File: config.mk
export PLATFORM = sky130hd
export DESIGN_NAME = cbuf_datapath
export DESIGN_NICKNAME = d
export VERILOG_FILES = /design/src/rtl/cbuf_pkg.sv /design/src/rtl/cbuf_decode.sv /design/src/rtl/cbuf_ctrl.sv /design/src/rtl/cbuf_store.sv /design/src/rtl/cbuf_datapath.sv
export SDC_FILE = /design/constraint.sdc
export NUM_CORES = 1
export LEC_CHECK = 0
export BUFFER_PORTS_ARGS = -buffer_cell sky130_fd_sc_hd__buf_2
export CORE_MARGIN = 2
export CORE_UTILIZATION = 33
export DETAILED_ROUTE_END_ITERATION = 7
export SLEW_MARGIN = 30
export SYNTH_ARGS = -nofsm -noshare
export SYNTH_HDL_FRONTEND = slang
export SYNTH_HIERARCHICAL = 1
export SYNTH_SLANG_ARGS = --single-unit
File: constraint.sdc
create_clock -name clk -period 4 [get_ports clk]
set_input_delay 0.8 -clock clk [delete_from_list [all_inputs] [get_ports clk]]
set_output_delay 0.8 -clock clk [all_outputs]
set_load 0.02 [all_outputs]
File: src/rtl/cbuf_pkg.sv
// Shared types and encodings for the cipher buffer datapath.
// Assumes configuration fields sit in the low ten bits of a bus word.
package cbuf_pkg;

    typedef enum logic [1:0] {
        SRC_WORK = 2'd0,
        SRC_AUX  = 2'd1,
        SRC_MIX  = 2'd2
    } src_e;

    typedef struct packed {
        logic [1:0] autoxor;   // bit0: fold aux into result, bit1: fold on last-word read
        src_e       src;       // start source
        logic [3:0] trig;      // start triggers
    } cfg_t;

    localparam int TRIG_WR_WORK = 0;
    localparam int TRIG_RD_WORK = 1;
    localparam int TRIG_WR_XOR  = 2;
    localparam int TRIG_WR_AUX  = 3;

    localparam logic [1:0] OP_ENCRYPT = 2'b01;

    typedef struct packed {
        logic work;
        logic xalias;
        logic aux;
        logic mix;
        logic start;
        logic clear;
        logic abort;
        logic cfg;
        logic status;
    } sel_t;

    // Decode a configuration write; an unlisted source code keeps the old one.
    function automatic cfg_t cfg_from_bits(input logic [9:0] b, input cfg_t old);
        cfg_t c;
        c.trig    = b[3:0];
        c.src     = (b[5:4] == 2'b11) ? old.src : src_e'(b[5:4]);
        c.autoxor = b[9:8];
        return c;
    endfunction

    // Encode configuration as a bus word.
    function automatic logic [31:0] cfg_to_word(input cfg_t c);
        return {22'd0, c.autoxor, 2'b00, c.src, c.trig};
    endfunction

endpackage

File: src/rtl/cbuf_decode.sv
// Address decoder: splits a word address into a region select and a word index.
// Assumes one access per cycle and ADDR_W wide enough for 4*NWORDS+5 words.
module cbuf_decode #(
    parameter int NWORDS = 4,
    parameter int ADDR_W = 5
) (
    input  logic [ADDR_W-1:0]                         bus_addr,
    output cbuf_pkg::sel_t                            sel,
    output logic [((NWORDS > 1) ? $clog2(NWORDS) : 1)-1:0] idx,
    output logic                                      last
);
    localparam int IDX_W = (NWORDS > 1) ? $clog2(NWORDS) : 1;
    localparam logic [31:0] NW32 = 32'(NWORDS);
    localparam logic [31:0] CTRL = 32'(4 * NWORDS);

    logic [31:0] addr32;
    logic [31:0] region;

    // Region and index from the address.
    always_comb begin
        addr32     = 32'(bus_addr);
        region     = addr32 / NW32;
        idx        = IDX_W'(addr32 % NW32);
        last       = (idx == IDX_W'(NWORDS - 1));
        sel        = '0;
        sel.work   = (region == 32'd0);
        sel.xalias = (region == 32'd1);
        sel.aux    = (region == 32'd2);
        sel.mix    = (region == 32'd3);
        sel.start  = (addr32 == CTRL);
        sel.clear  = (addr32 == CTRL + 32'd1);
        sel.abort  = (addr32 == CTRL + 32'd2);
        sel.cfg    = (addr32 == CTRL + 32'd3);
        sel.status = (addr32 == CTRL + 32'd4);
    end
endmodule

File: src/rtl/cbuf_ctrl.sv
// Control: busy state, auxiliary-full flag, configuration, start and abort decisions.
// Assumes the engine answers each start with exactly one done unless aborted.
module cbuf_ctrl (
    input  logic            clk,
    input  logic            rst_n,
    input  logic            bus_wr,
    input  logic            bus_rd,
    input  cbuf_pkg::sel_t  sel,
    input  logic            last,
    input  logic [9:0]      cmd_bits,
    input  logic            eng_done,
    output cbuf_pkg::cfg_t  cfg,
    output logic            busy,
    output logic            full,
    output logic            start_go,
    output logic            abort_go,
    output logic            done_go,
    output logic            clr_work,
    output logic            clr_aux,
    output logic            rdxor_go,
    output logic            we_work,
    output logic            we_xor,
    output logic            we_aux,
    output logic            eng_start,
    output logic            eng_abort
);
    import cbuf_pkg::*;

    logic idle, ok;
    logic wr_w_last, rd_w_last, wr_x_last, wr_a_last;
    logic full_nx, manual, trig_go;

    // Access classification and command acceptance.
    always_comb begin
        abort_go  = bus_wr && sel.abort && cmd_bits[0];
        idle      = !busy;
        ok        = idle && !abort_go;
        we_work   = bus_wr && sel.work && idle;
        we_xor    = bus_wr && sel.xalias && idle;
        we_aux    = bus_wr && sel.aux;
        wr_w_last = we_work && last;
        rd_w_last = bus_rd && sel.work && last;
        wr_x_last = we_xor && last;
        wr_a_last = we_aux && last;
        full_nx   = full || (wr_a_last && cfg.trig[TRIG_WR_AUX]);
        manual    = bus_wr && sel.start && (cmd_bits[1:0] == OP_ENCRYPT);
        trig_go   = (cfg.trig[TRIG_WR_WORK] && wr_w_last)
                 || (cfg.trig[TRIG_RD_WORK] && rd_w_last)
                 || (cfg.trig[TRIG_WR_XOR]  && wr_x_last)
                 || (cfg.trig[TRIG_WR_AUX]  && full_nx);
        start_go  = ok && (manual || trig_go);
        done_go   = busy && eng_done && !abort_go;
        clr_work  = ok && bus_wr && sel.clear && cmd_bits[1];
        clr_aux   = ok && bus_wr && sel.clear && cmd_bits[0];
        rdxor_go  = ok && rd_w_last && cfg.autoxor[1];
    end

    // Engine busy state.
    always_ff @(posedge clk) begin
        if (!rst_n || abort_go)  busy <= 1'b0;
        else if (start_go)       busy <= 1'b1;
        else if (done_go)        busy <= 1'b0;
    end

    // Auxiliary-full flag: set by last-word write, consumed by a start.
    always_ff @(posedge clk) begin
        if (!rst_n || abort_go)         full <= 1'b0;
        else if (start_go || clr_aux)   full <= 1'b0;
        else                            full <= full_nx;
    end

    // Configuration register.
    always_ff @(posedge clk) begin
        if (!rst_n || abort_go)       cfg <= '0;
        else if (bus_wr && sel.cfg)   cfg <= cfg_from_bits(cmd_bits, cfg);
    end

    // Registered pulses towards the engine.
    always_ff @(posedge clk) begin
        if (!rst_n) begin
            eng_start <= 1'b0;
            eng_abort <= 1'b0;
        end else begin
            eng_start <= start_go;
            eng_abort <= abort_go;
        end
    end
endmodule

File: src/rtl/cbuf_store.sv
// Storage for the work and auxiliary buffers with their word-level update paths.
// Assumes control has already gated every write enable by the engine state.
module cbuf_store #(
    parameter int NWORDS = 4,
    parameter int WORD_W = 32
) (
    input  logic                                         clk,
    input  logic                                         rst_n,
    input  logic [((NWORDS > 1) ? $clog2(NWORDS) : 1)-1:0] idx,
    input  logic [WORD_W-1:0]                            wdata,
    input  logic                                         we_work,
    input  logic                                         we_xor,
    input  logic                                         we_aux,
    input  logic                                         rdxor_go,
    input  logic                                         start_go,
    input  cbuf_pkg::src_e                               src,
    input  logic                                         abort_go,
    input  logic                                         clr_work,
    input  logic                                         clr_aux,
    input  logic                                         done_go,
    input  logic                                         done_xor,
    input  logic [NWORDS*WORD_W-1:0]                     result,
    output logic [NWORDS-1:0][WORD_W-1:0]                work,
    output logic [NWORDS-1:0][WORD_W-1:0]                aux
);
    import cbuf_pkg::*;

    localparam int IDX_W = (NWORDS > 1) ? $clog2(NWORDS) : 1;
    localparam int BLK_W = NWORDS * WORD_W;

    logic [NWORDS-1:0][WORD_W-1:0] work_nx, aux_nx;
    logic [BLK_W-1:0]              src_val, done_val;

    for (genvar i = 0; i < NWORDS; i++) begin : g_word
        logic [WORD_W-1:0] w_n, a_n;
        logic              hit;
        // Per-word next value after this cycle's bus access.
        always_comb begin
            hit = (idx == IDX_W'(i));
            a_n = (we_aux && hit) ? wdata : aux[i];
            w_n = work[i];
            if (we_work && hit) w_n = wdata;
            if (we_xor && hit)  w_n = wdata ^ work[i];
            if (rdxor_go)       w_n = w_n ^ aux[i];
        end
        assign work_nx[i] = w_n;
        assign aux_nx[i]  = a_n;
    end

    // Start source and done write-back values.
    always_comb begin
        case (src)
            SRC_AUX: src_val = aux_nx;
            SRC_MIX: src_val = work_nx ^ aux_nx;
            default: src_val = work_nx;
        endcase
        done_val = done_xor ? (result ^ aux) : result;
    end

    // Work buffer update.
    always_ff @(posedge clk) begin
        if (!rst_n || abort_go) work <= '0;
        else if (done_go)       work <= done_val;
        else if (start_go)      work <= src_val;
        else if (clr_work)      work <= '0;
        else                    work <= work_nx;
    end

    // Auxiliary buffer update.
    always_ff @(posedge clk) begin
        if (!rst_n || abort_go || clr_aux) aux <= '0;
        else                               aux <= aux_nx;
    end
endmodule

File: src/rtl/cbuf_datapath.sv
// Top of the cipher buffer datapath: decode, control, storage and read mux.
// Assumes a single-cycle register bus and an external engine with start/done.
module cbuf_datapath #(
    parameter int NWORDS = 4,
    parameter int WORD_W = 32,
    parameter int ADDR_W = 5
) (
    input  logic                     clk,
    input  logic                     rst_n,
    input  logic                     bus_wr,
    input  logic                     bus_rd,
    input  logic [ADDR_W-1:0]        bus_addr,
    input  logic [WORD_W-1:0]        bus_wdata,
    output logic [WORD_W-1:0]        bus_rdata,
    output logic                     eng_start,
    output logic                     eng_abort,
    output logic [NWORDS*WORD_W-1:0] eng_block,
    input  logic                     eng_done,
    input  logic [NWORDS*WORD_W-1:0] eng_result
);
    import cbuf_pkg::*;

    localparam int IDX_W = (NWORDS > 1) ? $clog2(NWORDS) : 1;
    localparam int BLK_W = NWORDS * WORD_W;

    sel_t                          sel;
    logic [IDX_W-1:0]              idx;
    logic                          last;
    cfg_t                          cfg;
    logic                          busy, full;
    logic                          start_go, abort_go, done_go;
    logic                          clr_work, clr_aux, rdxor_go;
    logic                          we_work, we_xor, we_aux;
    logic [NWORDS-1:0][WORD_W-1:0] work, aux;
    logic [BLK_W-1:0]              work_flat;

    cbuf_decode #(.NWORDS(NWORDS), .ADDR_W(ADDR_W)) u_dec (
        .bus_addr (bus_addr),
        .sel      (sel),
        .idx      (idx),
        .last     (last)
    );

    cbuf_ctrl u_ctrl (
        .clk       (clk),
        .rst_n     (rst_n),
        .bus_wr    (bus_wr),
        .bus_rd    (bus_rd),
        .sel       (sel),
        .last      (last),
        .cmd_bits  (bus_wdata[9:0]),
        .eng_done  (eng_done),
        .cfg       (cfg),
        .busy      (busy),
        .full      (full),
        .start_go  (start_go),
        .abort_go  (abort_go),
        .done_go   (done_go),
        .clr_work  (clr_work),
        .clr_aux   (clr_aux),
        .rdxor_go  (rdxor_go),
        .we_work   (we_work),
        .we_xor    (we_xor),
        .we_aux    (we_aux),
        .eng_start (eng_start),
        .eng_abort (eng_abort)
    );

    cbuf_store #(.NWORDS(NWORDS), .WORD_W(WORD_W)) u_store (
        .clk      (clk),
        .rst_n    (rst_n),
        .idx      (idx),
        .wdata    (bus_wdata),
        .we_work  (we_work),
        .we_xor   (we_xor),
        .we_aux   (we_aux),
        .rdxor_go (rdxor_go),
        .start_go (start_go),
        .src      (cfg.src),
        .abort_go (abort_go),
        .clr_work (clr_work),
        .clr_aux  (clr_aux),
        .done_go  (done_go),
        .done_xor (cfg.autoxor[0]),
        .result   (eng_result),
        .work     (work),
        .aux      (aux)
    );

    assign work_flat = work;
    assign eng_block = work_flat;

    // Read data multiplexer; write-only and command addresses read 0.
    always_comb begin
        bus_rdata = '0;
        if (sel.work)        bus_rdata = work[idx];
        else if (sel.aux)    bus_rdata = aux[idx];
        else if (sel.mix)    bus_rdata = work[idx] ^ aux[idx];
        else if (sel.cfg)    bus_rdata = WORD_W'(cfg_to_word(cfg));
        else if (sel.status) bus_rdata = WORD_W'({full && cfg.trig[TRIG_WR_AUX], busy});
        else if (sel.xalias || sel.start || sel.clear || sel.abort) bus_rdata = '0;
    end
endmodule

==> results_dict.tcl <==
set metrics [dict create \
    maxClockFrequency_ghz 0.286 \
    grt_use_total_pct 28.2 \
    synthDistinctLibCells 58 \
    timing_hold_violations_final 0 \
    htree_num_levels 2 \
    wl_um 104000 \
    number_of_routed_nets_with_antenna_violations 0 \
    grt_max_degree 78 \
    initial_standard_cell_utilization_of_the_core_pct 33.4 \
    holdBufCountCts 0 \
    cts_max_path_buffers 3 \
    yosysWarningCount 6 \
    post_cts.resized_instances 0 \
    yosys-top-cells-area "sky130_fd_sc_hd__dfxtp_1, sky130_fd_sc_hd__mux2i_1, sky130_fd_sc_hd__xor2_1, sky130_fd_sc_hd__nand2_1, sky130_fd_sc_hd__mux4_2" \
    cp-end-kind "output port" \
    synth.net_count 3122 \
    ys.flop_type "sky130_fd_sc_hd__dfxtp_1" \
    power.density_cell_area_nw_per_um2 254 \
    part_of_the_cycle_the_worst_path_needs_pct 87.4 \
    grt_pass1_wl_um 152000 \
    dieHeight_um 268 \
    setup_slack_ns 0.504 \
    chipWidth_um 268 \
    timing_worst_setup_path_type "input pin to output port" \
    routedWlPerCell_um 25.5 \
    netlist.area_leader.share_pct 23.3 \
    gp_congestion 0.920 \
    number_of_buffer_cells_added_on_primary_ports 331 \
    tritoncts "done" \
    worst_skew_pair.late_latency_ns 0.57 \
    place_hpwl_um 70700 \
    finalNetCount 3298 \
    fin_skew_ns 0.0239 \
    synth.largest_area_cell "sky130_fd_sc_hd__dfxtp_1" \
    max_slew.worst_pin.slew_ns 0.963 \
    clkSlewWorstSetupHoldPaths_ns 0.06 \
    final_setup_tns_ns 0 \
    cp_data_required_time_ns 3.20 \
    floorplan.die_area_um2 71900 \
    num_vias 24200 \
    design.core.area_um2 68800 \
    hold_path.class "register to register" \
    first_iter_violations 2887 \
    synth_most_common_cell "sky130_fd_sc_hd__nand2_1" \
    critPathArrivalTime_ns 2.70 \
    post-route-min-period_ns 3.50 \
    sequential_to_total_area_share_from_yosys_stat_pct 23.3 \
    post_synth_edffs 0 \
    row_count 96 \
    crit_path_max_fanout 41 \
    rsz_0062_raised_after_global_routing "no" \
    syn_avg_cell_area_um2 7.80 \
    number_of_global_route_vias_before_repair 22400 \
    dp_slack_ns 0.299 \
    maxCapViolations 0 \
    synthesis.instances 2950 \
    drcViolationCount 0 \
    io_pins 332 \
    gr-total-overflow 0 \
    tritoncts.num_buffers 35 \
    run_status "complete, no violations" \
    cts_num_sinks 268 \
    area.growth.synth_to_final_pct 17.3 \
    post-cts-setup-buffer-count 0 \
    drt-pass1-iter-count 5 \
    timing.critical_path.from_type "input pin" \
    drive_above_1_share_pct 19.3 \
    number_of_synthesized_register_bits 268 \
    mappedNetlistArea_um2 23000 \
    routed_via_density 5.92 \
    cts-root-buf "sky130_fd_sc_hd__clkbuf_16" \
    max_slew_margin_pct 35.8 \
    worst_ir_drop_vdd_mv 0.267 \
    setup_violations 0 \
    leakagePower_nw 11.1 \
    initial_antenna_violation_count 21 \
    ys_async_sr_fraction_pct 0 \
    timing.final.max_slew_violations 0 \
    synth_commonest_cells "sky130_fd_sc_hd__nand2_1, sky130_fd_sc_hd__nor2_1, sky130_fd_sc_hd__dfxtp_1" \
]
layout by cell type, fill, tap and decap left out, drive strengths merged, types with 25 or more instances in the layout:
cell,instances
a21oi,230
a221oi,106
a22oi,30
buf,418
clkbuf,51
dfxtp,268
mux2,33
mux2i,212
mux4,64
nand2,484
nand2b,101
nand3,61
nor2,330
nor3,76
o211a,49
o21ai,121
o221ai,25
o22ai,25
xnor2,38
xor2,213
critical path, cell delays in order:
cell	delay (ns)
sky130_fd_sc_hd__buf_4	0.34
sky130_fd_sc_hd__buf_12	0.31
sky130_fd_sc_hd__mux4_2	0.39
sky130_fd_sc_hd__nand2b_1	0.16
sky130_fd_sc_hd__o221ai_1	0.38
sky130_fd_sc_hd__buf_2	0.26
stage by stage:
stage	total power [mW]	instance area (um2)	hold slack (ns)	cells	utilization [%]
after global placement	3.66	25800	0.468	4019	37.5
final	6.86	27000	0.484	4090	39.2
after global routing	7.02	27000	0.498	4085	39.2
after floorplan	3.28	23000	0.449	2950	-
after detailed placement	3.66	25900	0.474	4020	37.6
after CTS	6.86	27000	0.484	4081	39.2
registers in the layout, indices dropped and copies added, names as in the netlist:
name and flops:
u_ctrl/full 1, u_store/work 128, u_store/aux 128, u_ctrl/cfg 8
u_ctrl/busy 1, u_ctrl/eng_start 1, u_ctrl/eng_abort 1
layout make-up:
cell class | instances | area, um2
inverter | 7 | 26.3
sequential | 268 | 5370
clock inverter | 10 | 92.6
tap | 931 | 1160
multi-input combinational | 2396 | 16600
clock buffer | 51 | 1020
timing repair buffer | 418 | 2690
antenna | 9 | 22.5
fill | 7044 | 41800
routing by layer:
metal / GRT usage, % / share of wire [%] / vias to the layer above
met4: 12.6 / 4.5 / 22
met3: 7.50 / 12 / 245
met5: 0 / 0.11 / -
li1: - / - / 10800
met1: 38.8 / 41 / 11600
met2: 41.0 / 42 / 1526
cells by family after synthesis:
kind of cell,Yosys count,share of synthesized area [%]
and+or+nand+nor,1126,21.3
adders and majority gates,2,0.109
muxes,309,17.1
xor gates and xnor gates,292,13.7
AOI/OAI and AO/OA,667,19.3
DFF,268,23.3
buffers and inverters,286,5.21
where the power goes:
part,switching (mW),internal [mW],leakage (nW)
registers,0.0496,2.70,2.16
logic,0.563,0.317,8.41
clock network,1.40,1.83,0.547
total,2.01,4.85,11.1
worst paths after layout:
check | start | to | slack [ns] | depth (start not counted)
min reg2reg | u_ctrl/cfg[1]$_SDFFE_PP0P_ | u_ctrl/cfg[1]$_SDFFE_PP0P_ | 0.48 | 2
max reg2reg | u_ctrl/busy$_SDFFE_PP0P_ | u_store/work[11]$_SDFF_PP0_ | 1.16 | 8
max | bus_addr[1] | bus_rdata[12] | 0.50 | 6
min | u_ctrl/cfg[1]$_SDFFE_PP0P_ | u_ctrl/cfg[1]$_SDFFE_PP0P_ | 0.48 | 2
No activity file was read; power rests on OpenSTA's default activity.
